===== config.mk =====
export PLATFORM = sky130hd
export DESIGN_NAME = pr_program_sequencer
export DESIGN_NICKNAME = d
export VERILOG_FILES = /design/src/rtl/pseq_pkg.sv /design/src/rtl/pseq_fsm.sv /design/src/rtl/pseq_index_map.sv /design/src/rtl/pseq_err_mon.sv /design/src/rtl/pr_program_sequencer.sv
export SDC_FILE = /design/constraint.sdc
export NUM_CORES = 1
export LEC_CHECK = 0
export ABC_AREA = 1
export CORE_AREA = 2 2 39 41
export CTS_CLUSTER_SIZE = 20
export DETAILED_ROUTE_END_ITERATION = 8
export DIE_AREA = 0 0 41 43
export PLACE_DENSITY_LB_ADDON = 0.3
export SYNTH_ARGS = -nofsm -noshare
export SYNTH_HDL_FRONTEND = slang
export SYNTH_HIERARCHICAL = 1
export SYNTH_SLANG_ARGS = --single-unit

===== constraint.sdc =====
create_clock -name clk -period 2.1 [get_ports clk]
set_clock_uncertainty 0.1 [all_clocks]
set_input_delay 0.42 -clock clk [delete_from_list [all_inputs] [get_ports clk]]
set_output_delay 0.42 -clock clk [all_outputs]
set_load 0.01 [all_outputs]

===== src/rtl/pseq_pkg.sv =====
`timescale 1ns/1ps
package pseq_pkg;

   // Phases of one program round; order is the order of progress.
   typedef enum logic [2:0] {
      PS_IDLE      = 3'd0,
      PS_REQ       = 3'd1,
      PS_WAIT_DONE = 3'd2,
      PS_RUN       = 3'd3,
      PS_WAIT_FIN  = 3'd4
   } pseq_state_e;

   function automatic logic is_running(input pseq_state_e s);
      return (s == PS_RUN) || (s == PS_WAIT_FIN);
   endfunction

endpackage


===== src/rtl/pseq_fsm.sv =====
`timescale 1ns/1ps
module pseq_fsm
   import pseq_pkg::*;
#(
   parameter int FIRST_PROG = 0
) (
   input  logic clk,
   input  logic rst_n,
   input  logic go,
   input  logic rc_ready,
   input  logic rc_done,
   input  logic busy,
   output logic req,
   output logic run,
   output logic sel_q,
   output logic sel_d
);

   localparam logic SEL_RST = (FIRST_PROG != 0);

   pseq_state_e state_q, state_d;

   always_comb begin
      state_d = state_q;
      sel_d   = sel_q;
      case (state_q)
         PS_IDLE:      if (go)       state_d = PS_REQ;
         PS_REQ:       if (rc_ready) state_d = PS_WAIT_DONE;
         PS_WAIT_DONE: if (rc_done)  state_d = PS_RUN;
         PS_RUN:       if (busy)     state_d = PS_WAIT_FIN;
         PS_WAIT_FIN: begin
            if (!busy) begin
               state_d = PS_REQ;
               sel_d   = ~sel_q;
            end
         end
         default:                    state_d = PS_IDLE;
      endcase
   end

   always_ff @(posedge clk or negedge rst_n) begin
      if (!rst_n) begin
         state_q <= PS_IDLE;
         sel_q   <= SEL_RST;
      end else begin
         state_q <= state_d;
         sel_q   <= sel_d;
      end
   end

   assign req = (state_q == PS_REQ) && rc_ready;
   assign run = is_running(state_q);

endmodule


===== src/rtl/pseq_index_map.sv =====
`timescale 1ns/1ps
module pseq_index_map #(
   parameter int IDX_W      = 1,
   parameter int IMG0       = 0,
   parameter int IMG1       = 1,
   parameter int FIRST_PROG = 0,
   parameter bit IDX_REG    = 1'b1
) (
   input  logic             clk,
   input  logic             rst_n,
   input  logic             sel_q,
   input  logic             sel_d,
   output logic [IDX_W-1:0] idx
);

   localparam logic [IDX_W-1:0] IDX_A   = IDX_W'(IMG0);
   localparam logic [IDX_W-1:0] IDX_B   = IDX_W'(IMG1);
   localparam logic [IDX_W-1:0] IDX_RST = (FIRST_PROG != 0) ? IDX_B : IDX_A;

   generate
      if (IDX_REG) begin : g_reg
         // Index comes straight from a flop; loaded from the next selection.
         logic [IDX_W-1:0] idx_q;
         logic             unused_sel_q;
         assign unused_sel_q = sel_q;
         always_ff @(posedge clk or negedge rst_n) begin
            if (!rst_n) idx_q <= IDX_RST;
            else        idx_q <= sel_d ? IDX_B : IDX_A;
         end
         assign idx = idx_q;
      end else begin : g_mux
         // Index decoded from the selection flop; no extra storage.
         logic unused_mux;
         assign unused_mux = ^{clk, rst_n, sel_d};
         assign idx = sel_q ? IDX_B : IDX_A;
      end
   endgenerate

endmodule


===== src/rtl/pseq_err_mon.sv =====
`timescale 1ns/1ps
module pseq_err_mon (
   input  logic clk,
   input  logic rst_n,
   input  logic active,
   input  logic res_valid,
   output logic err
);

   logic err_q;

   always_ff @(posedge clk or negedge rst_n) begin
      if (!rst_n) err_q <= 1'b0;
      else        err_q <= err_q | (res_valid & ~active);
   end

   assign err = err_q;

endmodule


===== src/rtl/pr_program_sequencer.sv =====
`timescale 1ns/1ps
module pr_program_sequencer #(
   parameter int IDX_W      = 1,
   parameter int IMG0       = 0,
   parameter int IMG1       = 1,
   parameter int FIRST_PROG = 0,
   parameter bit IDX_REG    = 1'b1
) (
   input  logic             clk,
   input  logic             rst_n,
   input  logic             seq_go,
   input  logic             cfg_ready,
   input  logic             cfg_done,
   output logic             cfg_req,
   output logic [IDX_W-1:0] cfg_image,
   input  logic             core_busy,
   input  logic             core_result_vld,
   output logic             core_run,
   output logic             stray_result_err
);

   localparam longint IMG_LIMIT = longint'(1) << IDX_W;

   generate
      if (IDX_W < 1 || IDX_W > 16) begin : g_bad_w
         $fatal(1, "pr_program_sequencer: IDX_W out of range");
      end
      if (IMG0 < 0 || longint'(IMG0) >= IMG_LIMIT ||
          IMG1 < 0 || longint'(IMG1) >= IMG_LIMIT) begin : g_bad_img
         $fatal(1, "pr_program_sequencer: image index does not fit IDX_W");
      end
      if (IMG0 == IMG1) begin : g_same_img
         $fatal(1, "pr_program_sequencer: both programs name one image");
      end
      if (FIRST_PROG != 0 && FIRST_PROG != 1) begin : g_bad_first
         $fatal(1, "pr_program_sequencer: FIRST_PROG must be 0 or 1");
      end
   endgenerate

   logic sel_q, sel_d;

   pseq_fsm #(
      .FIRST_PROG (FIRST_PROG)
   ) u_fsm (
      .clk      (clk),
      .rst_n    (rst_n),
      .go       (seq_go),
      .rc_ready (cfg_ready),
      .rc_done  (cfg_done),
      .busy     (core_busy),
      .req      (cfg_req),
      .run      (core_run),
      .sel_q    (sel_q),
      .sel_d    (sel_d)
   );

   pseq_index_map #(
      .IDX_W      (IDX_W),
      .IMG0       (IMG0),
      .IMG1       (IMG1),
      .FIRST_PROG (FIRST_PROG),
      .IDX_REG    (IDX_REG)
   ) u_idx (
      .clk   (clk),
      .rst_n (rst_n),
      .sel_q (sel_q),
      .sel_d (sel_d),
      .idx   (cfg_image)
   );

   pseq_err_mon u_err (
      .clk       (clk),
      .rst_n     (rst_n),
      .active    (core_run),
      .res_valid (core_result_vld),
      .err       (stray_result_err)
   );

endmodule


==> results.sh <==
export IMPL_crit_arrival_ns=1.17
export IMPL_crit_path_start_kind="primary input"
export IMPL_clkTransAtPathRegs_ns=0.04
export IMPL_cell_accounting_for_the_most_synthesized_area="sky130_fd_sc_hd__dfrtp_1"
export IMPL_coreArea_um2=1380
export IMPL_pwr_share_clk_pct=15.9
export IMPL_drc=0
export IMPL_worst_case_headroom_to_the_max_slew_limit_pct=82.8
export IMPL_synth_area_leaders="sky130_fd_sc_hd__dfrtp_1 (44%), sky130_fd_sc_hd__nand2_1 (18%), sky130_fd_sc_hd__inv_1 (9.9%)"
export IMPL_yosys_area_share_simple_pct=40.9
export IMPL_first_global_vias=282
export IMPL_r2r_cells=6
export IMPL_area_growth_pct=42.7
export IMPL_worst_slew_pin_transition_ns=0.257
export IMPL_yosysMostFrequentCell="sky130_fd_sc_hd__nand2_1"
export IMPL_globalplace_congestion=0.815
export IMPL_first_iter_violations=8
export IMPL_root_buffer="sky130_fd_sc_hd__clkbuf_4"
export IMPL_tritoncts_clock_tree="yes"
export IMPL_critical_path_peak_fanout=2
export IMPL_run_status="finished, final reports clean"
export IMPL_synthFlopType="sky130_fd_sc_hd__dfrtp_1"
export IMPL_power_per_cell_area_nw_per_um2=1270
export IMPL_share_of_power_burned_in_registers_pct=37.2
export IMPL_grt_antenna_before_repair=0
export IMPL_mappedNetlistNets=55
export IMPL_post_synth_inst_count=48
export IMPL_synth_async_sr_flop_share_pct=100
export IMPL_hpwl_um=522
export IMPL_yosysWarningCount=6
export IMPL_synth_compound_area_share_pct=1.46
export IMPL_muxShareOfSynthArea_pct=0
export IMPL_synth_edf_count=0
export IMPL_finalWirelength_um=651
export IMPL_synth_xor_area_share_pct=2.55
export IMPL_layout_filler_cells=148
export IMPL_drt_pass1_iter_count=4
export IMPL_die_width_um=41
export IMPL_critPathKind="in2out"
export IMPL_period_minus_slack_ns=1.69
export IMPL_power_leakage_nw=0.288
export IMPL_report_power_total_mw=0.622
export IMPL_post_cts_setup_buffer_count=0
export IMPL_routedWlPerCell_um=8.57
export IMPL_final_design_utilization_pct=35.4
export IMPL_tns_ns=0
export IMPL_yosys_cell_types=12
export IMPL_synth_top_cells_by_count="sky130_fd_sc_hd__nand2_1 (16), sky130_fd_sc_hd__inv_1 (9), sky130_fd_sc_hd__dfrtp_1 (6)"
export IMPL_io_pins=11
export IMPL_numClockSinks=6
export IMPL_final_net_count=69
export IMPL_clock_latency_ns=0.23
export IMPL_fp_dieArea_um2=1760
export IMPL_synth_fa_ha_area_share_pct=0
export IMPL_maxcap_violations=0
export IMPL_placement_rows=14
export IMPL_hold_class="in2async"
export IMPL_fin_worst_hold_slack_ns=0.321
export IMPL_grt_use_total_pct=8.98
export IMPL_synth_largest_type_area_fraction_pct=43.8
export IMPL_power_share_switching_pct=40.5
export IMPL_h_tree_level_count=1
export IMPL_io_buffer_count=10
export IMPL_power_frac_comb_pct=46.9
export IMPL_synth_top_family_by_area="simple AND/OR/NAND/NOR gates"
export IMPL_avgViaCountPerCell=4.32
export IMPL_syn_mean_instance_area_um2=7.14
export IMPL_place_detailed_instances=73
export IMPL_critPathRequiredTime_ns=1.58
export IMPL_cell_internal_pwr_mw=0.370
export IMPL_layout_worst_path_cycle_share_pct=80.5
export IMPL_sequential_area_share_after_synthesis_pct=43.8
export IMPL_initial_util_pct=24.8
export IMPL_worst_setup_path_end_kind="output pin"
export IMPL_layoutNonFillerInstCount=76
export IMPL_max_freq_mhz=591
export IMPL_grt_setup_unrepaired="no"
export IMPL_setup_violations_final=0
export IMPL_number_of_antenna_cells_inserted=0
export IMPL_finalHoldViolCount=0
export IMPL_num_vias=328
export IMPL_drt_antenna_violating_nets=0
export IMPL_grt_ovfl_total=0
export IMPL_irDropWorstVdd_mv=0.335
export IMPL_syn_cell_area_um2=343
export IMPL_grt_first_pass_wirelength_um=1100
export IMPL_grt_start_max_net_pins=9
export IMPL_synth_ff_latch_count=6
export IMPL_cts_max_path_buffers=2
export IMPL_total_switching_power_mw=0.252
export IMPL_cts_buffers=3
export IMPL_die_h_um=43
export IMPL_finalMaxSlewViolations=0
export IMPL_drive_above_1_share_pct=16.7
path summary, 6_finish.rpt:
path / from / endpoint / slack, ns
setup / recovery: cfg_ready / cfg_req / 0.41
hold / removal: rst_n / u_idx/idx$_DFF_PN0_ / 0.32
setup reg to reg: u_fsm/state_q[1]$_DFFE_PN0P_ / u_fsm/state_q[1]$_DFFE_PN0P_ / 0.91
hold reg to reg: u_err/err$_DFF_PN0_ / u_err/err$_DFF_PN0_ / 0.36
max in group asynchronous: rst_n / u_fsm/state_q[1]$_DFFE_PN0P_ / 1.35
min in group clk: u_err/err$_DFF_PN0_ / u_err/err$_DFF_PN0_ / 0.36
what timing repair did:
| item | CTS | global route |
|---|---|---|
| resized for setup | 0 | 6 |
| hold buffers | 0 | 0 |
| setup endpoints to repair | 0 | 2 |
| hold endpoints to repair | 0 | 0 |
per-layer routing:
metal  vias up  track usage, %  wire length, um
met1       151            13.4              264
met4         0            6.00                0
met3         0               0               18
li1        173               -                -
met5         -               0                0
met2         4            12.2              368
final cells by class:
type / instances / area, um2 / share of cell area (%)
Sequential cell: 6 / 154 / 31.5
Multi-Input combinational cell: 32 / 154 / 31.5
Timing Repair Buffer: 10 / 105 / 21.5
Inverter: 9 / 33.8 / 6.91
Clock buffer: 3 / 22.5 / 4.60
Tap cell: 16 / 20.0 / 4.09
through the flow:
step                      setup WS [ns]  instance area [um2]
after floorplan                   0.827                  343
after detailed placement         0.0164                  458
final                             0.409                  489
after CTS                       0.00544                  480
after global placement           0.0419                  458
after global routing              0.304                  489
registers in the layout (all words and copies together), names as in the netlist:
name           count
u_idx/idx          1
u_err/err          1
u_fsm/state_q      3
u_fsm/sel_q        1
power groups by stage:
stage	sequential (mW)	combinational [mW]	clock (mW)
after global placement	0.224	0.295	0
after global routing	0.243	0.341	0.109
after floorplan	0.200	0.218	0
after CTS	0.224	0.299	0.105
final	0.231	0.292	0.0991
after detailed placement	0.225	0.297	0
critical path: stages:
cell	delay, ns
sky130_fd_sc_hd__clkdlybuf4s50_1	0.46
sky130_fd_sc_hd__inv_1	0.05
sky130_fd_sc_hd__nor2_1	0.08
sky130_fd_sc_hd__dlymetal6s2s_1	0.16
cell families after synthesis:
family | count (synthesis)
buf+inv | 10
simple gates | 30
xor+xnor | 1
flops | 6
compound gates | 1
cell usage in the layout, fill, tap and decap left out:
cell / count
sky130_fd_sc_hd__nand4_1: 4
sky130_fd_sc_hd__dlymetal6s2s_1: 2
sky130_fd_sc_hd__nand3_1: 2
sky130_fd_sc_hd__nand2_1: 16
sky130_fd_sc_hd__inv_1: 8
sky130_fd_sc_hd__nand2_2: 2
sky130_fd_sc_hd__clkdlybuf4s50_1: 8
sky130_fd_sc_hd__nor2_1: 4
sky130_fd_sc_hd__xor2_1: 1
sky130_fd_sc_hd__dfrtp_1: 3
sky130_fd_sc_hd__dfrtp_2: 3
sky130_fd_sc_hd__a21oi_1: 1
sky130_fd_sc_hd__nand3_2: 1
sky130_fd_sc_hd__inv_2: 1
sky130_fd_sc_hd__nand3b_1: 1
sky130_fd_sc_hd__clkbuf_4: 3
No activity file was read; power rests on OpenSTA's default activity.
